<file path="src/rtl/dma_arb_pkg.sv">
package dma_arb_pkg;
  typedef enum logic [1:0] {
    ST_IDLE = 2'd0,
    ST_WAIT = 2'd1,
    ST_XFER = 2'd2
  } arb_state_e;
endpackage

</file>
<file path="src/rtl/dma_arb_pick.sv">
// Priority picker: searches the request vector starting at index base,
// wrapping around, and returns the first requesting channel.
module dma_arb_pick #(
  parameter  int NCH  = 4,
  localparam int CH_W = (NCH > 1) ? $clog2(NCH) : 1
) (
  input  logic [NCH-1:0]  req,
  input  logic [CH_W-1:0] base,
  output logic [CH_W-1:0] win
);
  logic [NCH-1:0] rot_req;

  // rot_req[g] is the channel that sits g places below base in rank
  for (genvar g = 0; g < NCH; g++) begin : g_rot
    assign rot_req[g] = req[(int'(base) + g) % NCH];
  end

  always_comb begin
    int first;
    first = 0;
    for (int k = NCH - 1; k >= 0; k--) begin
      if (rot_req[k]) first = k;
    end
    win = CH_W'((int'(base) + first) % NCH);
  end
endmodule

</file>
<file path="src/rtl/dma_arb_seq.sv">
// Bus-ownership sequencer: hold handshake, transfer timing, grant and
// rotation pointer registers.
module dma_arb_seq
  import dma_arb_pkg::*;
#(
  parameter  int NCH         = 4,
  parameter  int XFER_CYCLES = 4,
  localparam int CH_W        = (NCH > 1) ? $clog2(NCH) : 1,
  localparam int CNT_W       = $clog2(XFER_CYCLES + 1)
) (
  input  logic            clk,
  input  logic            rst_n,
  input  logic            any_req,
  input  logic            hold_ack,
  input  logic            rot_mode,
  input  logic [CH_W-1:0] win,
  output logic [CH_W-1:0] ptr,
  output logic            hold_req,
  output logic            xfer,
  output logic [NCH-1:0]  ack
);
  arb_state_e       state_q, state_d;
  logic [CNT_W-1:0] cnt_q, cnt_d;
  logic [NCH-1:0]   grant_q, grant_d;
  logic [CH_W-1:0]  ptr_q, ptr_d;
  logic             grant_en, ptr_en, last;

  assign last = (int'(cnt_q) == XFER_CYCLES - 1);

  // next-state logic
  always_comb begin
    state_d  = state_q;
    grant_en = 1'b0;
    unique case (state_q)
      ST_IDLE: if (any_req) state_d = ST_WAIT;
      ST_WAIT: begin
        if (!any_req) state_d = ST_IDLE;
        else if (hold_ack) begin
          state_d  = ST_XFER;
          grant_en = 1'b1;
        end
      end
      ST_XFER: begin
        if (!hold_ack) state_d = ST_IDLE;
        else if (last) state_d = any_req ? ST_WAIT : ST_IDLE;
      end
      default: state_d = ST_IDLE;
    endcase
  end

  always_comb begin
    cnt_d   = (state_q == ST_XFER && state_d == ST_XFER) ? cnt_q + CNT_W'(1) : '0;
    grant_d = NCH'(1) << win;
    ptr_en  = grant_en && rot_mode;
    ptr_d   = (int'(win) == NCH - 1) ? '0 : win + CH_W'(1);
  end

  // registers
  always_ff @(posedge clk or negedge rst_n) begin
    if (!rst_n) begin
      state_q <= ST_IDLE;
      cnt_q   <= '0;
      grant_q <= '0;
      ptr_q   <= '0;
    end else begin
      state_q <= state_d;
      cnt_q   <= cnt_d;
      if (grant_en) grant_q <= grant_d;
      if (ptr_en)   ptr_q   <= ptr_d;
    end
  end

  assign ptr      = ptr_q;
  assign xfer     = (state_q == ST_XFER);
  assign hold_req = (state_q != ST_IDLE);
  assign ack      = (xfer && hold_ack) ? grant_q : '0;
endmodule

</file>
<file path="src/rtl/dma_arb_top.sv">
module dma_arb_top #(
  parameter  int NCH         = 4,
  parameter  int XFER_CYCLES = 4,
  localparam int CH_W        = (NCH > 1) ? $clog2(NCH) : 1
) (
  input  logic           clk,
  input  logic           rst_n,
  input  logic [NCH-1:0] req_i,
  input  logic           rot_mode_i,
  input  logic           hold_ack_i,
  output logic           hold_req_o,
  output logic [NCH-1:0] ack_o
);
  logic [CH_W-1:0] ptr_w, base_w, win_w;
  logic            xfer_w;

  // fixed order always searches from channel 0; the pointer is kept
  assign base_w = rot_mode_i ? ptr_w : '0;

  dma_arb_pick #(.NCH(NCH)) u_pick (
    .req  (req_i),
    .base (base_w),
    .win  (win_w)
  );

  dma_arb_seq #(.NCH(NCH), .XFER_CYCLES(XFER_CYCLES)) u_seq (
    .clk      (clk),
    .rst_n    (rst_n),
    .any_req  (|req_i),
    .hold_ack (hold_ack_i),
    .rot_mode (rot_mode_i),
    .win      (win_w),
    .ptr      (ptr_w),
    .hold_req (hold_req_o),
    .xfer     (xfer_w),
    .ack      (ack_o)
  );
endmodule

</file>
<file path="config.mk">
export PLATFORM = sky130hd
export DESIGN_NAME = dma_arb_top
export DESIGN_NICKNAME = d
export VERILOG_FILES = /design/src/rtl/dma_arb_pkg.sv /design/src/rtl/dma_arb_pick.sv /design/src/rtl/dma_arb_seq.sv /design/src/rtl/dma_arb_top.sv
export SDC_FILE = /design/constraint.sdc
export NUM_CORES = 1
export LEC_CHECK = 0
export ABC_AREA = 1
export BUFFER_PORTS_ARGS = -buffer_cell sky130_fd_sc_hd__buf_2
export CORE_UTILIZATION = 58
export CTS_BUF_LIST = sky130_fd_sc_hd__clkbuf_8
export DETAILED_ROUTE_END_ITERATION = 16
export PLACE_DENSITY = 0.81
export REMOVE_ABC_BUFFERS = 1
export SLEW_MARGIN = 5
export SYNTH_ARGS = -nofsm -noshare
export SYNTH_HDL_FRONTEND = slang
export SYNTH_SLANG_ARGS = --single-unit
</file>
<file path="constraint.sdc">
create_clock -name clk -period 2.6 [get_ports clk]
set_clock_uncertainty 0.15 [all_clocks]
set_input_delay 0.26 -clock clk [delete_from_list [all_inputs] [get_ports clk]]
set_output_delay 0.26 -clock clk [all_outputs]
set_load 0.1 [all_outputs]
</file>
-- Word level (Yosys, flattened, before mapping)
Cells that the tools add are included.
- bits of input ports: 8
- flip-flop bits (word level): 11
- output and inout port bits: 5
- word-level logic and storage cells: 61
- equal/unequal tests: 5
- $lt $le $gt $ge: 4
- $add $sub $neg: 6
- shifts and indexed selects: 1
- reduce and logical (&&, ||, !) cells: 9
- bitwise operators: 3
- mux-type cells: 29
- operator list (operator ; count):
    2-bit 2-to-1 mux ; 11
    3-bit by 4-bit < comparator with 1-bit output (second input constant) ; 3
    1-bit 2-to-1 mux ; 11
    1-bit binary-select mux with 2-bit select ; 4
    2-bit one-hot mux with 3 select lines ; 1
    2-bit OR reduction ; 3
    2-bit by 1-bit adder with 2-bit output (second input constant) ; 2
    2-bit adder (second input constant) ; 2
    2-bit by 1-bit == test with 1-bit output (second input constant) ; 2
    2-bit == test (second input constant) ; 2
    4-bit 2-to-1 mux ; 1
    4-bit OR reduction ; 1
    1-bit by 2-bit << shifter with 4-bit output (first input constant) ; 1
    3-bit by 1-bit adder with 3-bit output (second input constant) ; 1
    1-bit AND (first input constant) ; 3
    3-bit == test (second input constant) ; 1
    1-bit logical AND ; 3
    2-bit by 3-bit < comparator with 1-bit output (second input constant) ; 1
    3-bit 2-to-1 mux ; 1
    2-bit adder ; 1
    2-bit logical NOT ; 1
    2-bit nonzero test ; 1

-- Longest topological paths before layout
Gate-level depths: netlist (run 1).
- depth in word-level cells: 14
- depth in mapped cells: 17
- mapped depth without buffers: 16

-- Modules after synthesis
A second synthesis (run 1) with hierarchy kept.
- cell total of the unflattened synthesis: 131
- area total of the unflattened synthesis: 884.6 µm²
- by module, submodules not included (module ; sequential area each (µm²) ; instances ; area each (µm²) ; cells an instance):
    dma_arb_seq ; 275.3 ; 1 ; 596.8 ; 69
    dma_arb_pick ; 0.0 ; 1 ; 261.5 ; 55
    dma_arb_top ; 0.0 ; 1 ; 26.3 ; 7

-- Least setup slack after synthesis (run 1)
Ideal clock, no wire load.
- path type: reg2out
- start: reg u_seq.state_q[1]
- end: out ack_o[0]
- stages on the path, launching flop included: 5
- path buffers: 0
- slack: 0.225 ns
- required time: 2.190 ns
- arrival: 1.965 ns
- cell sequence: dfrtp_1 > inv_1 > nor3_1 > inv_1 > nor2_1
- longest elaborated chain between the ends: 3
- RTL lines (what ; line ; RTL):
    from (decl) ; dma_arb_seq.sv:22 ; arb_state_e state_q, state_d;
    from (signal assigned) ; dma_arb_seq.sv:66 ; state_q <= state_d;
    2-bit == test ; dma_arb_seq.sv:74 ; assign xfer = (state_q == ST_XFER);
    1-bit logical AND ; dma_arb_seq.sv:76 ; assign ack = (xfer && hold_ack) ? grant_q : '0;
    4-bit 2-to-1 mux ; dma_arb_seq.sv:76 ;
    to (decl) ; dma_arb_top.sv:12 ; output logic [NCH-1:0] ack_o
No other way between the ends.

-- Final worst setup path (run 1)
- start: reg u_seq.ptr_q[0] (netlist: u_seq.ptr[0])
- end: reg u_seq.ptr_q[1] (netlist: u_seq.ptr[1])
- longest elaborated chain between the ends: 12
- elaborated cells on any way between the ends: 23
- classes of those cells: add/sub (5); eq/ne (1); mux (17)
- RTL lines (what ; line ; RTL):
    from (decl) ; dma_arb_seq.sv:25 ; logic [CH_W-1:0] ptr_q, ptr_d;
    from (signal assigned) ; dma_arb_seq.sv:69 ; if (ptr_en) ptr_q <= ptr_d;
    2-bit 2-to-1 mux (*) ; dma_arb_top.sv:18 ; assign base_w = rot_mode_i ? ptr_w : '0;
    2-bit adder ; dma_arb_pick.sv:15 ; assign rot_req[g] = req[(int'(base) + g) % NCH];
    1-bit binary-select mux with 2-bit select ; dma_arb_pick.sv:15 ;
    1-bit 2-to-1 mux (not written as such) (2 in a row) ; dma_arb_pick.sv:15 ;
    2-bit 2-to-1 mux (4 in a row) ; dma_arb_pick.sv:22 ; if (rot_req[k]) first = k;
    2-bit adder (*) ; dma_arb_pick.sv:24 ; win = CH_W'((int'(base) + first) % NCH);
    2-bit by 1-bit adder with 2-bit output / 2-bit by 1-bit == test with 1-bit output (equally long branches) ; dma_arb_seq.sv:55 ; ptr_d = (int'(win) == NCH - 1) ? '0 : win + CH_W'(1);
    2-bit 2-to-1 mux (*) ; dma_arb_seq.sv:55 ;
    net u_seq.ptr_d[1] ; dma_arb_seq.sv:25 ;
The timed path passes the listed nets; every way through them passes the cells marked *. The select of a mux whose other input is x is not followed.
A chain may end at the register's enable or synchronous reset.

==> impl_results.md, run 1 <==
* Via density at 4.97
* Fraction of power consumed by sequential logic at 27.7%
* NetSw at 547 uW
* Vias in the first global route at 627
* Gate Count Post-Synth at 121
* Launching point of the worst reg2reg path: u_seq.ptr[0]
* Worst EP arrival at 2.36 ns
* Nature of the critical path endpoint: flop
* Worst min-delay path startpoint: hold_ack_i
* Synthesized flop and latch total at 11
* Actual transition at the worst max-transition pin at ~0.48 ns
* Post-layout util at 73.4%
* Routed wire length at 1630 um
* Via total after detailed routing at 755
* Average wire per standard cell at 10.7 um
* Count of final hold-check violations at 0
* Worst min-delay path class: input pin to flop
* Die H at between 40 and 50 um
* Max Slew Vio Count at 0
* Pint at 530 uW
* DRT Pass-1 Iters at 4
* Total routing resource utilization after global routing at roughly 24%
* Power density over the cells at 1100 nW/um2
* TritonCTS buffer count at 3
* Part of the power in combinational logic at 56.4%
* Maximum achievable frequency at 0.420 GHz
* Bufs on Longest Clock Path at 2
* Number of placement rows at 13
* Final ANT Viol Nets at 0
* Detailed router's first-iteration violation count at 19
* Clock tree from TritonCTS: done
* Result of the run: finished, final reports clean
* Detailed placement HPWL at 1270 um
* Antenna Cells at 0
* Clock Sink Count at 11
* Pre-CTS worst setup slack at 0.110 ns
* Clock group share of total power at 15.9%
* Net switching share of the total power at 50.8%
* IO Port Bufs at 12
* Worst-path maximum fanout at 10
* Critical Setup Path Class: flop to flop
* Post-route minimum period at approximately 2.4 ns
* Ratio of cells with drive above 1 in the final layout at 23.4%
* Clock-pin slew reported for the worst setup and hold paths after clock tree synthesis at around 0.050 ns
* Max-Slew Margin vs Limit at 67.9%
* Starting density of the core at 64.1%
* Post-layout nets at 153
* Routability congestion estimate from global placement at between 0.7 and 0.8
* Part of the cycle the worst path needs at between 90% and 100%
* Hold EP: u_seq.state_q[0]
* Part of the Yosys area used for sequential elements at 32.2%
* Worst supply voltage drop on vdd at roughly 0.00062 V
* Fill cells at 120
* H-tree lvl count at 1
* DRC at 0
* Synthesis Warnings at 0
* Antenna violations before repair at 0
* CTS root buffer: sky130_fd_sc_hd__clkbuf_8
* Pin count of the biggest net entering global routing at 13
* First-pass GRT wire length at ~2500 um
* Core outline area at 1330 um2
* Signed area change from the synthesized netlist to the final layout at 14.5%
* Data required time at the worst endpoint at 2.58 ns
* Depth of the most critical reg-to-reg path at 15
* Count of maximum capacitance violations at 0
* Die X-Extent at between 40 and 50 um
* Count of pins on the block boundary at 13
* Count of distinct cell types in the synthesized netlist at 20
* Cell depth of the worst min-delay path at 3
* Clock insertion delay at the later pin of the skew report at roughly 0.24 ns
* Synth Area per Inst at 7.06 um2
* Cell area after technology mapping at 855 um2
* Total overflow reported by the global router at 0
* Reg-to-reg slack, setup at 0.22 ns
* Element type at the critical path start: flop
* Setup-violating endpoint count in the final report at 0
* Area of the die at 1630 um2
* Leak Pwr at 0.581 nW
* RR Endpoint: u_seq.ptr[1]
* Final worst slack at 0.218 ns
## synthesized netlist by cell type, drive strengths merged
| cell type | instances | share of area, % |
|---|---|---|
| a21oi | 3 | 1.8 |
| a31oi | 1 | 0.73 |
| and3 | 1 | 0.73 |
| buf | 2 | 2.2 |
| dfrtp | 11 | 32 |
| ha | 7 | 10 |
| inv | 24 | 11 |
| nand2 | 37 | 19 |
| nand3 | 13 | 11 |
| nand4 | 1 | 0.73 |
| nor2 | 13 | 6.0 |
| nor3 | 2 | 1.2 |
| o21ai | 5 | 2.9 |
| xor2 | 1 | 1.0 |
## through the flow
step	TNS, ns	instances	hold slack [ns]	instance area [um2]	power [mW]
after floorplan	0	119	-0.186	836	0.771
after global placement	0	146	-0.0166	915	0.866
after detailed placement	0	146	-0.00902	915	0.894
after CTS	0	151	0.234	970	1.07
after global routing	-0.00549	152	0.257	978	1.18
final	0	152	0.237	978	1.08
## power groups by stage
stage	clock network, mW	registers, mW	logic, mW
global placement	0	0.293	0.573
finish	0.171	0.298	0.608
CTS	0.171	0.298	0.599
global route	0.180	0.306	0.695
detailed placement	0	0.301	0.593
floorplan	0	0.286	0.485
## cell usage in the layout (no fill, tap or decap), types with 3 or more instances in the layout
cell / n
sky130_fd_sc_hd__clkbuf_8: 3
sky130_fd_sc_hd__nand3_2: 5
sky130_fd_sc_hd__nand3_1: 8
sky130_fd_sc_hd__buf_2: 12
sky130_fd_sc_hd__inv_1: 24
sky130_fd_sc_hd__nand2_2: 7
sky130_fd_sc_hd__o21ai_0: 5
sky130_fd_sc_hd__nand2_1: 29
sky130_fd_sc_hd__nor2_1: 12
sky130_fd_sc_hd__dfrtp_1: 10
sky130_fd_sc_hd__a21oi_1: 3
sky130_fd_sc_hd__ha_1: 7
## how the worst max path moves through the flow
stage,depth (start not counted),from,endpoint
detailed placement,15,u_seq.ptr[0],u_seq.ptr[1]
finish,15,u_seq.ptr[0],u_seq.ptr[1]
global route,15,u_seq.ptr[0],u_seq.ptr[1]
CTS,15,u_seq.ptr[0],u_seq.ptr[1]
global placement,15,u_seq.ptr[0],u_seq.ptr[1]
floorplan,4,u_seq.state_q[1],ack_o[0]
## registers in the layout, indices dropped and copies added, names as in the netlist
| register | cells |
|---|---|
| u_seq.ptr | 2 |
| u_seq.state_q | 2 |
| u_seq.cnt_q | 3 |
| u_seq.grant_q | 4 |
## what timing repair did
action                                  CTS  global route
endpoints found under the hold margin    11             0
buffers inserted                          0             1
endpoints found under the setup margin    0             6
hold buffers                              1             0
gates resized for setup                   0             1
## per-layer routing
| layer | up-vias | wire (um) | track usage (%) |
|---|---|---|---|
| met5 | - | 0 | 0 |
| met4 | 0 | 35 | 12.5 |
| met3 | 5 | 57 | 3.33 |
| met2 | 18 | 769 | 40.9 |
| met1 | 328 | 770 | 29.9 |
| li1 | 404 | - | - |
## layout make-up
cell class	instances	area, um2	share of cell area [%]
timing repair buffer	14	77.6	7.93
clock inverter	1	3.75	0.384
tap	15	18.8	1.92
inverter	24	90.1	9.21
clock buffer	3	41.3	4.22
sequential	11	277	28.3
multi-input combinational	84	470	48.1
## cells by family (layout without fill, tap and decap cells)
logic type,Yosys count,count (layout),share of synthesized area [%]
XOR/XNOR,1,1,1.03
adder cells (fa/ha/maj),7,7,10.2
flip-flops,11,11,32.2
AO/OA/AOI/OAI,9,9,5.42
buffers and inverters,26,42,12.7
AND/OR/NAND/NOR,67,67,38.4
## critical path: stages, from the launching register on
cell	delay (ns)
sky130_fd_sc_hd__dfrtp_2	0.48
sky130_fd_sc_hd__nand2_4	0.11
sky130_fd_sc_hd__nand2_1	0.09
sky130_fd_sc_hd__nand2_2	0.06
sky130_fd_sc_hd__nand2_1	0.05
sky130_fd_sc_hd__nand2_1	0.07
sky130_fd_sc_hd__a31oi_1	0.16
sky130_fd_sc_hd__nor2_1	0.07
sky130_fd_sc_hd__ha_1	0.20
sky130_fd_sc_hd__xor2_1	0.20
sky130_fd_sc_hd__inv_1	0.06
sky130_fd_sc_hd__nand2_1	0.08
sky130_fd_sc_hd__nand2_2	0.07
sky130_fd_sc_hd__ha_1	0.28
sky130_fd_sc_hd__nand2_1	0.06
sky130_fd_sc_hd__o21ai_0	0.06
(Power assumes the default switching activity.)
==> run 2, diff against run 1 <==
--- a/config.mk
+++ b/config.mk
@@ -6,7 +6,7 @@
 export NUM_CORES = 1
 export LEC_CHECK = 0
 export ABC_AREA = 1
-export BUFFER_PORTS_ARGS = -buffer_cell sky130_fd_sc_hd__buf_2
+export BUFFER_PORTS_ARGS = -buffer_cell sky130_fd_sc_hd__buf_4
 export CORE_UTILIZATION = 58
 export CTS_BUF_LIST = sky130_fd_sc_hd__clkbuf_8
 export DETAILED_ROUTE_END_ITERATION = 16
==> impl_results.md, run 2 (synthesized netlist as in run 1, its figures left out) <==
* DRT Pass-1 Iters at 4
* Worst-path maximum fanout at 9
* Element type at the critical path start: flop
* Nature of the critical path endpoint: flop
* IO Port Bufs at 12
* Routed wire length at 1720 um
* First-pass GRT wire length at 2530 um
* Post-layout nets at 156
* Clock Sink Count at 11
* Pin count of the biggest net entering global routing at 13
* Total overflow reported by the global router at 0
* Number of flip-flops in the largest register at 4
* Clock-pin slew reported for the worst setup and hold paths after clock tree synthesis at 0.06 ns
* Area of the die at 1630 um2
* Clock tree from TritonCTS: done
* Critical Setup Path Class: flop to flop
* Power density over the cells at 1110 nW/um2
* Cell chain of the critical path: buf_4 -> nand3_2 -> nand2_1 -> nand2_1 -> nand2_2 -> a31oi_1 -> nor2_1 -> ha_1 -> xor2_1 -> inv_1 -> nand2_1 -> nand2_2 -> ha_1 -> nand2_1 -> o21ai_0
* Fill cells at about 110
* Ratio of cells with drive above 1 in the final layout at 25.7%
* Number of placement rows at 13
* Via total after detailed routing at about 770
* Die H at 40.4 um
* Largest reg by FF count: u_seq.grant_q
* Slowest stage delay, CP at 0.48 ns
* Count of pins on the block boundary at 13
* Worst EP arrival at 2.38 ns
* Number of cells in the finished layout apart from fillers at 155
* Max-Slew Margin vs Limit at 81.0%
* Met3 wire length at between 100 and 150 um
* Detailed router's first-iteration violation count at 15
* Max Slew Vio Count at 0
* H-tree lvl count at 1
* Biggest registers after layout: u_seq.grant_q (4), u_seq.cnt_q (3)
* Actual transition at the worst max-transition pin at 0.283 ns
* Data required time at the worst endpoint at 2.57 ns
* Via density at 4.94
* Bufs on Longest Clock Path at 2
* Total routing resource utilization after global routing at 23.9%
* Part of the cycle the worst path needs at 92.7%
* Vias in the first global route at 624
* Most common cell after layout, fill and taps aside: sky130_fd_sc_hd__nand2_1
* Average wire per standard cell at 11.1 um
* Detailed placement HPWL at 1280 um
* Antenna violations before repair at 0
* Highest metal layer with signal wires: met4
* TritonCTS buffer count at 3
* Result of the run: finished, final reports clean
* Worst supply voltage drop on vdd at 0.000611 V
* Clock insertion delay at the later pin of the skew report at between 0.2 and 0.3 ns
* Starting density of the core at roughly 64%
* Post-layout util at 77.4%
* Cell total after placement at 146
* Setup-violating endpoint count in the final report at 0
* Leak Pwr at ~0.6 nW
* CTS root buffer: sky130_fd_sc_hd__clkbuf_8
* Most repeated library cell on the critical path: sky130_fd_sc_hd__nand2_1
* Count of final hold-check violations at 0
* Maximum achievable frequency at 0.415 GHz
* Top Family by Delay on Critical Path: simple AND/OR/NAND/NOR gates
* Length of routed wiring on met1 at 821 um
* Routability congestion estimate from global placement at 0.758
* Met2 routed WL at 768 um
* Antenna Cells at 0
* Crit-path slowest cell: sky130_fd_sc_hd__dfrtp_2
* DRC at 0
* Final ANT Viol Nets at 0
* Count of maximum capacitance violations at 0
* Signed area change from the synthesized netlist to the final layout at 20.8%
* Die X-Extent at about 40 um
* Buffers plus inverters on the worst setup path at 2
* Core outline area at 1330 um2
* Top library cells by usage in the layout, fill and taps aside: sky130_fd_sc_hd__nand2_1, sky130_fd_sc_hd__inv_1, sky130_fd_sc_hd__buf_4, sky130_fd_sc_hd__nor2_1, sky130_fd_sc_hd__dfrtp_1
* Post-route minimum period at 2.41 ns
* Worst min-delay path class: input pin to flop
run 2: area by class of cell:
type | count | area, um2 | area share (%)
multi-input cells | 84 | 470 | 45.6
flip-flops and latches | 11 | 277 | 26.8
repair buffers | 17 | 130 | 12.6
inverters | 24 | 90.1 | 8.73
clock buffers | 3 | 41.3 | 4.00
well taps | 15 | 18.8 | 1.82
clock inverters | 1 | 5.00 | 0.485
run 2: report_power, final:
group | leakage [nW] | total [mW] | switching, mW | internal, mW
clock network | 0.0255 | 0.176 | 0.0708 | 0.106
logic | 0.438 | 0.673 | 0.441 | 0.232
registers | 0.137 | 0.295 | 0.0577 | 0.237
total | 0.601 | 1.14 | 0.569 | 0.574
run 2: layer usage:
metal	GRT usage [%]	up-vias
met4	5.00	0
li1	-	408
met1	30.2	331
met5	0	-
met2	37.7	22
met3	10.0	4
run 2: worst reg2reg max path: stages (launching register included):
cell and delay (ns):
sky130_fd_sc_hd__dfrtp_2 0.48, sky130_fd_sc_hd__buf_4 0.17, sky130_fd_sc_hd__nand3_2 0.08, sky130_fd_sc_hd__nand2_1 0.05
sky130_fd_sc_hd__nand2_1 0.07, sky130_fd_sc_hd__nand2_2 0.06, sky130_fd_sc_hd__a31oi_1 0.13, sky130_fd_sc_hd__nor2_1 0.07
sky130_fd_sc_hd__ha_1 0.19, sky130_fd_sc_hd__xor2_1 0.19, sky130_fd_sc_hd__inv_1 0.06, sky130_fd_sc_hd__nand2_1 0.07
sky130_fd_sc_hd__nand2_2 0.07, sky130_fd_sc_hd__ha_1 0.30, sky130_fd_sc_hd__nand2_1 0.07, sky130_fd_sc_hd__o21ai_0 0.06
run 2: per-stage QoR:
| step | hold WS (ns) | setup TNS [ns] | setup slack, ns | area (um2) | power, mW |
|---|---|---|---|---|---|
| 2_1_floorplan | -0.186 | 0 | 0.225 | 836 | 0.771 |
| 6_report | 0.220 | 0 | 0.191 | 1030 | 1.14 |
| 3_5_place_dp | -0.0540 | 0 | 0.112 | 945 | 0.914 |
| 3_3_place_gp | -0.0532 | 0 | 0.210 | 945 | 0.878 |
| 4_1_cts | 0.232 | 0 | 0.0962 | 1000 | 1.09 |
| 5_1_grt | 0.232 | -0.0171 | -0.0171 | 1030 | 1.25 |
run 2: what timing repair did:
action / in CTS / in global routing
hold buffers: 1 / 0
resized for setup: 0 / 1
endpoints found under the hold margin: 11 / 0
endpoints found under the setup margin: 0 / 6
buffers inserted: 0 / 4
run 2: final timing paths:
path                                startpoint  cells past startpoint  slack [ns]                to
worst min-delay path                hold_ack_i                      3        0.22  u_seq.state_q[0]
worst max register to register    u_seq.ptr[0]                     15        0.19      u_seq.ptr[1]
min in group asynchronous                rst_n                      2        0.23    u_seq.cnt_q[2]
max in group asynchronous                rst_n                      2        1.92      u_seq.ptr[0]
worst min register to register  u_seq.cnt_q[0]                      1        0.28    u_seq.cnt_q[0]
worst max-delay path              u_seq.ptr[0]                     15        0.19      u_seq.ptr[1]
==> run 3, diff against run 2 <==
--- a/config.mk
+++ b/config.mk
@@ -7,6 +7,7 @@
 export LEC_CHECK = 0
 export ABC_AREA = 1
 export BUFFER_PORTS_ARGS = -buffer_cell sky130_fd_sc_hd__buf_4
+export CORE_MARGIN = 1.5
 export CORE_UTILIZATION = 58
 export CTS_BUF_LIST = sky130_fd_sc_hd__clkbuf_8
 export DETAILED_ROUTE_END_ITERATION = 16
==> impl_results.md, run 3 (synthesized netlist as in run 1, its figures left out) <==
* Max-Slew Margin vs Limit at roughly four fifths
* Antenna violations before repair at 0
* Vias in the first global route at 696
* Slowest stage delay, CP at around 0.50 ns
* Core outline area at 1330 um2
* Reg-to-reg slack, setup at 0.21 ns
* Clock tree from TritonCTS: done
* Max Slew Vio Count at 0
* Final worst slack at around 0.21 ns
* Clock-pin slew reported for the worst setup and hold paths after clock tree synthesis at 0.05 ns
* Met2 routed WL at between 700 and 800 um
* Bufs on Longest Clock Path at 2
* Element type at the critical path start: flop
* Post-layout nets at 152
* Pin count of the biggest net entering global routing at 13
* Post-route minimum period at 2.39 ns
* Most common cell after layout, fill and taps aside: sky130_fd_sc_hd__nand2_1
* Nature of the critical path endpoint: flop
* Setup repair after global routing missed its margin: false
* Pre-CTS worst setup slack at approximately 0.13 ns
* Number of placement rows at 13
* Length of routed wiring on met1 at 816 um
* Via total after detailed routing at 762
* Aggregate negative setup slack at 0 ns
* Power density over the cells at 1080 nW/um2
* Area of the die at 1710 um2
* DRC at 0
* Count of final hold-check violations at 0
* Launching point of the worst reg2reg path: u_seq.ptr[0]
* Post-CTS Setup Bufs at 0
* Critical Setup Path Class: flop to flop
* Top library cells by usage in the layout, fill and taps aside: sky130_fd_sc_hd__nand2_1, sky130_fd_sc_hd__inv_1, sky130_fd_sc_hd__nor2_1, sky130_fd_sc_hd__buf_4, sky130_fd_sc_hd__dfrtp_1
* Leak Pwr at 0.582 nW
* Part of the power in combinational logic at 56.8%
* First-pass GRT wire length at approximately 2700 um
* Total routing resource utilization after global routing at roughly a quarter
* Worst EP arrival at 2.36 ns
* Actual transition at the worst max-transition pin at between 0.2 and 0.3 ns
* Ratio of cells with drive above 1 in the final layout at 22.8%
* Most repeated library cell on the critical path: sky130_fd_sc_hd__nand2_1
* Net switching share of the total power at around half
* Result of the run: finished, final reports clean
* H-tree lvl count at 1
* Cell Area, Placed at around 940 um2
* Cell depth of the worst min-delay path at 3
* Maximum achievable frequency at about 0.42 GHz
* Top Family by Delay on Critical Path: simple AND/OR/NAND/NOR gates
* Finished Cell Area at roughly 1000 um2
* Die H at around 41 um
* Signed area change from the synthesized netlist to the final layout at 17.1%
* Final ANT Viol Nets at 0
* Antenna Cells at 0
* Highest metal layer with signal wires: met3
* Detailed placement HPWL at 1280 um
* Cell chain of the critical path: nand2_4 -> nand2_1 -> nand2_2 -> nand2_1 -> nand2_1 -> a31oi_1 -> nor2_1 -> ha_1 -> xor2_1 -> inv_1 -> nand2_1 -> nand2_2 -> ha_1 -> nand2_1 -> o21ai_0
* Crit-path slowest cell: sky130_fd_sc_hd__dfrtp_2
* Buffers plus inverters on the worst setup path at 1
* Worst min-delay path class: input pin to flop
* Count of pins on the block boundary at 13
* RR Endpoint: u_seq.ptr[1]
* Detailed router's first-iteration violation count at 26
* Average wire per standard cell at 11.2 um
* NetSw at 546 uW
* Clock group share of total power at 15.4%
* Worst supply voltage drop on vdd at 0.000884 V
* Total overflow reported by the global router at 0
* Worst-path maximum fanout at 10
* Number of flip-flops in the largest register at 4
* Via density at 5.05
* Biggest registers after layout: u_seq.grant_q (4), u_seq.cnt_q (3)
* Data required time at the worst endpoint at 2.56 ns
* DRT Pass-1 Iters at 4
* Setup-violating endpoint count in the final report at 0
* Routed wire length at 1680 um
* Worst min-delay path startpoint: hold_ack_i
* Number of cells in the finished layout apart from fillers at ~150
* Count of maximum capacitance violations at 0
* Clock Sink Count at 11
* Fraction of power consumed by sequential logic at 27.8%
* Pint at 534 uW
* Die X-Extent at 41.4 um
* Part of the cycle the worst path needs at 92.0%
* Depth of the most critical reg-to-reg path at 15
* Routability congestion estimate from global placement at 0.738
* Largest reg by FF count: u_seq.grant_q
* Clock insertion delay at the later pin of the skew report at approximately 0.24 ns
* Starting density of the core at 64.1%
* IO Port Bufs at 12
* Met3 wire length at about 86 um
* Hold EP: u_seq.state_q[0]
* Total Power Consumption at 1.08 mW
* Cell total after placement at about 150
* TritonCTS buffer count at 3
* CTS root buffer: sky130_fd_sc_hd__clkbuf_8
run 3: tightest hold or removal path, cell delays in order:
cell and delay [ns]:
sky130_fd_sc_hd__buf_4 0.08, sky130_fd_sc_hd__o21ai_0 0.06, sky130_fd_sc_hd__and3_1 0.17
run 3: final cells by class:
class	count	area, um2
multi-input combinational	84	470
clock buffer	3	41.3
timing repair buffer	13	100
fill	115	333
tap	15	18.8
inverter	24	90.1
sequential	11	277
clock inverter	1	3.75
run 3: worst max path at each step:
stage                          start            to  slack, ns  cells past startpoint
finish                  u_seq.ptr[0]  u_seq.ptr[1]       0.21                     15
global placement        u_seq.ptr[0]  u_seq.ptr[1]       0.21                     15
floorplan           u_seq.state_q[1]      ack_o[0]       0.23                      4
CTS                     u_seq.ptr[0]  u_seq.ptr[1]        0.1                     15
detailed placement      u_seq.ptr[0]  u_seq.ptr[1]       0.13                     15
global route            u_seq.ptr[0]  u_seq.ptr[1]       0.02                     15
run 3: per-layer routing:
metal	vias up	track usage [%]
met5	-	0
met1	341	28.7
met4	0	3.23
met2	20	42.6
met3	0	8.51
li1	401	-
run 3: repair_timing:
| item | 4_1_cts | 5_1_grt |
|---|---|---|
| hold endpoints to repair | 11 | 0 |
| gates resized for setup | 0 | 1 |
| hold buffers | 1 | 0 |
| endpoints found under the setup margin | 0 | 6 |
run 3: power by group through the flow:
stage	clock [mW]	sequential [mW]	combinational [mW]
detailed placement	0	0.299	0.607
finish	0.166	0.301	0.613
global route	0.174	0.308	0.696
global placement	0	0.295	0.583
CTS	0.167	0.298	0.614
floorplan	0	0.286	0.485
run 3: metrics by stage:
| stage | hold slack [ns] | utilization, % |
|---|---|---|
| finish | 0.229 | 75.0 |
| global route | 0.259 | 75.0 |
| CTS | 0.235 | 75.0 |
| detailed placement | -0.0506 | 70.8 |
| global placement | -0.0530 | 70.8 |
| floorplan | -0.186 | - |
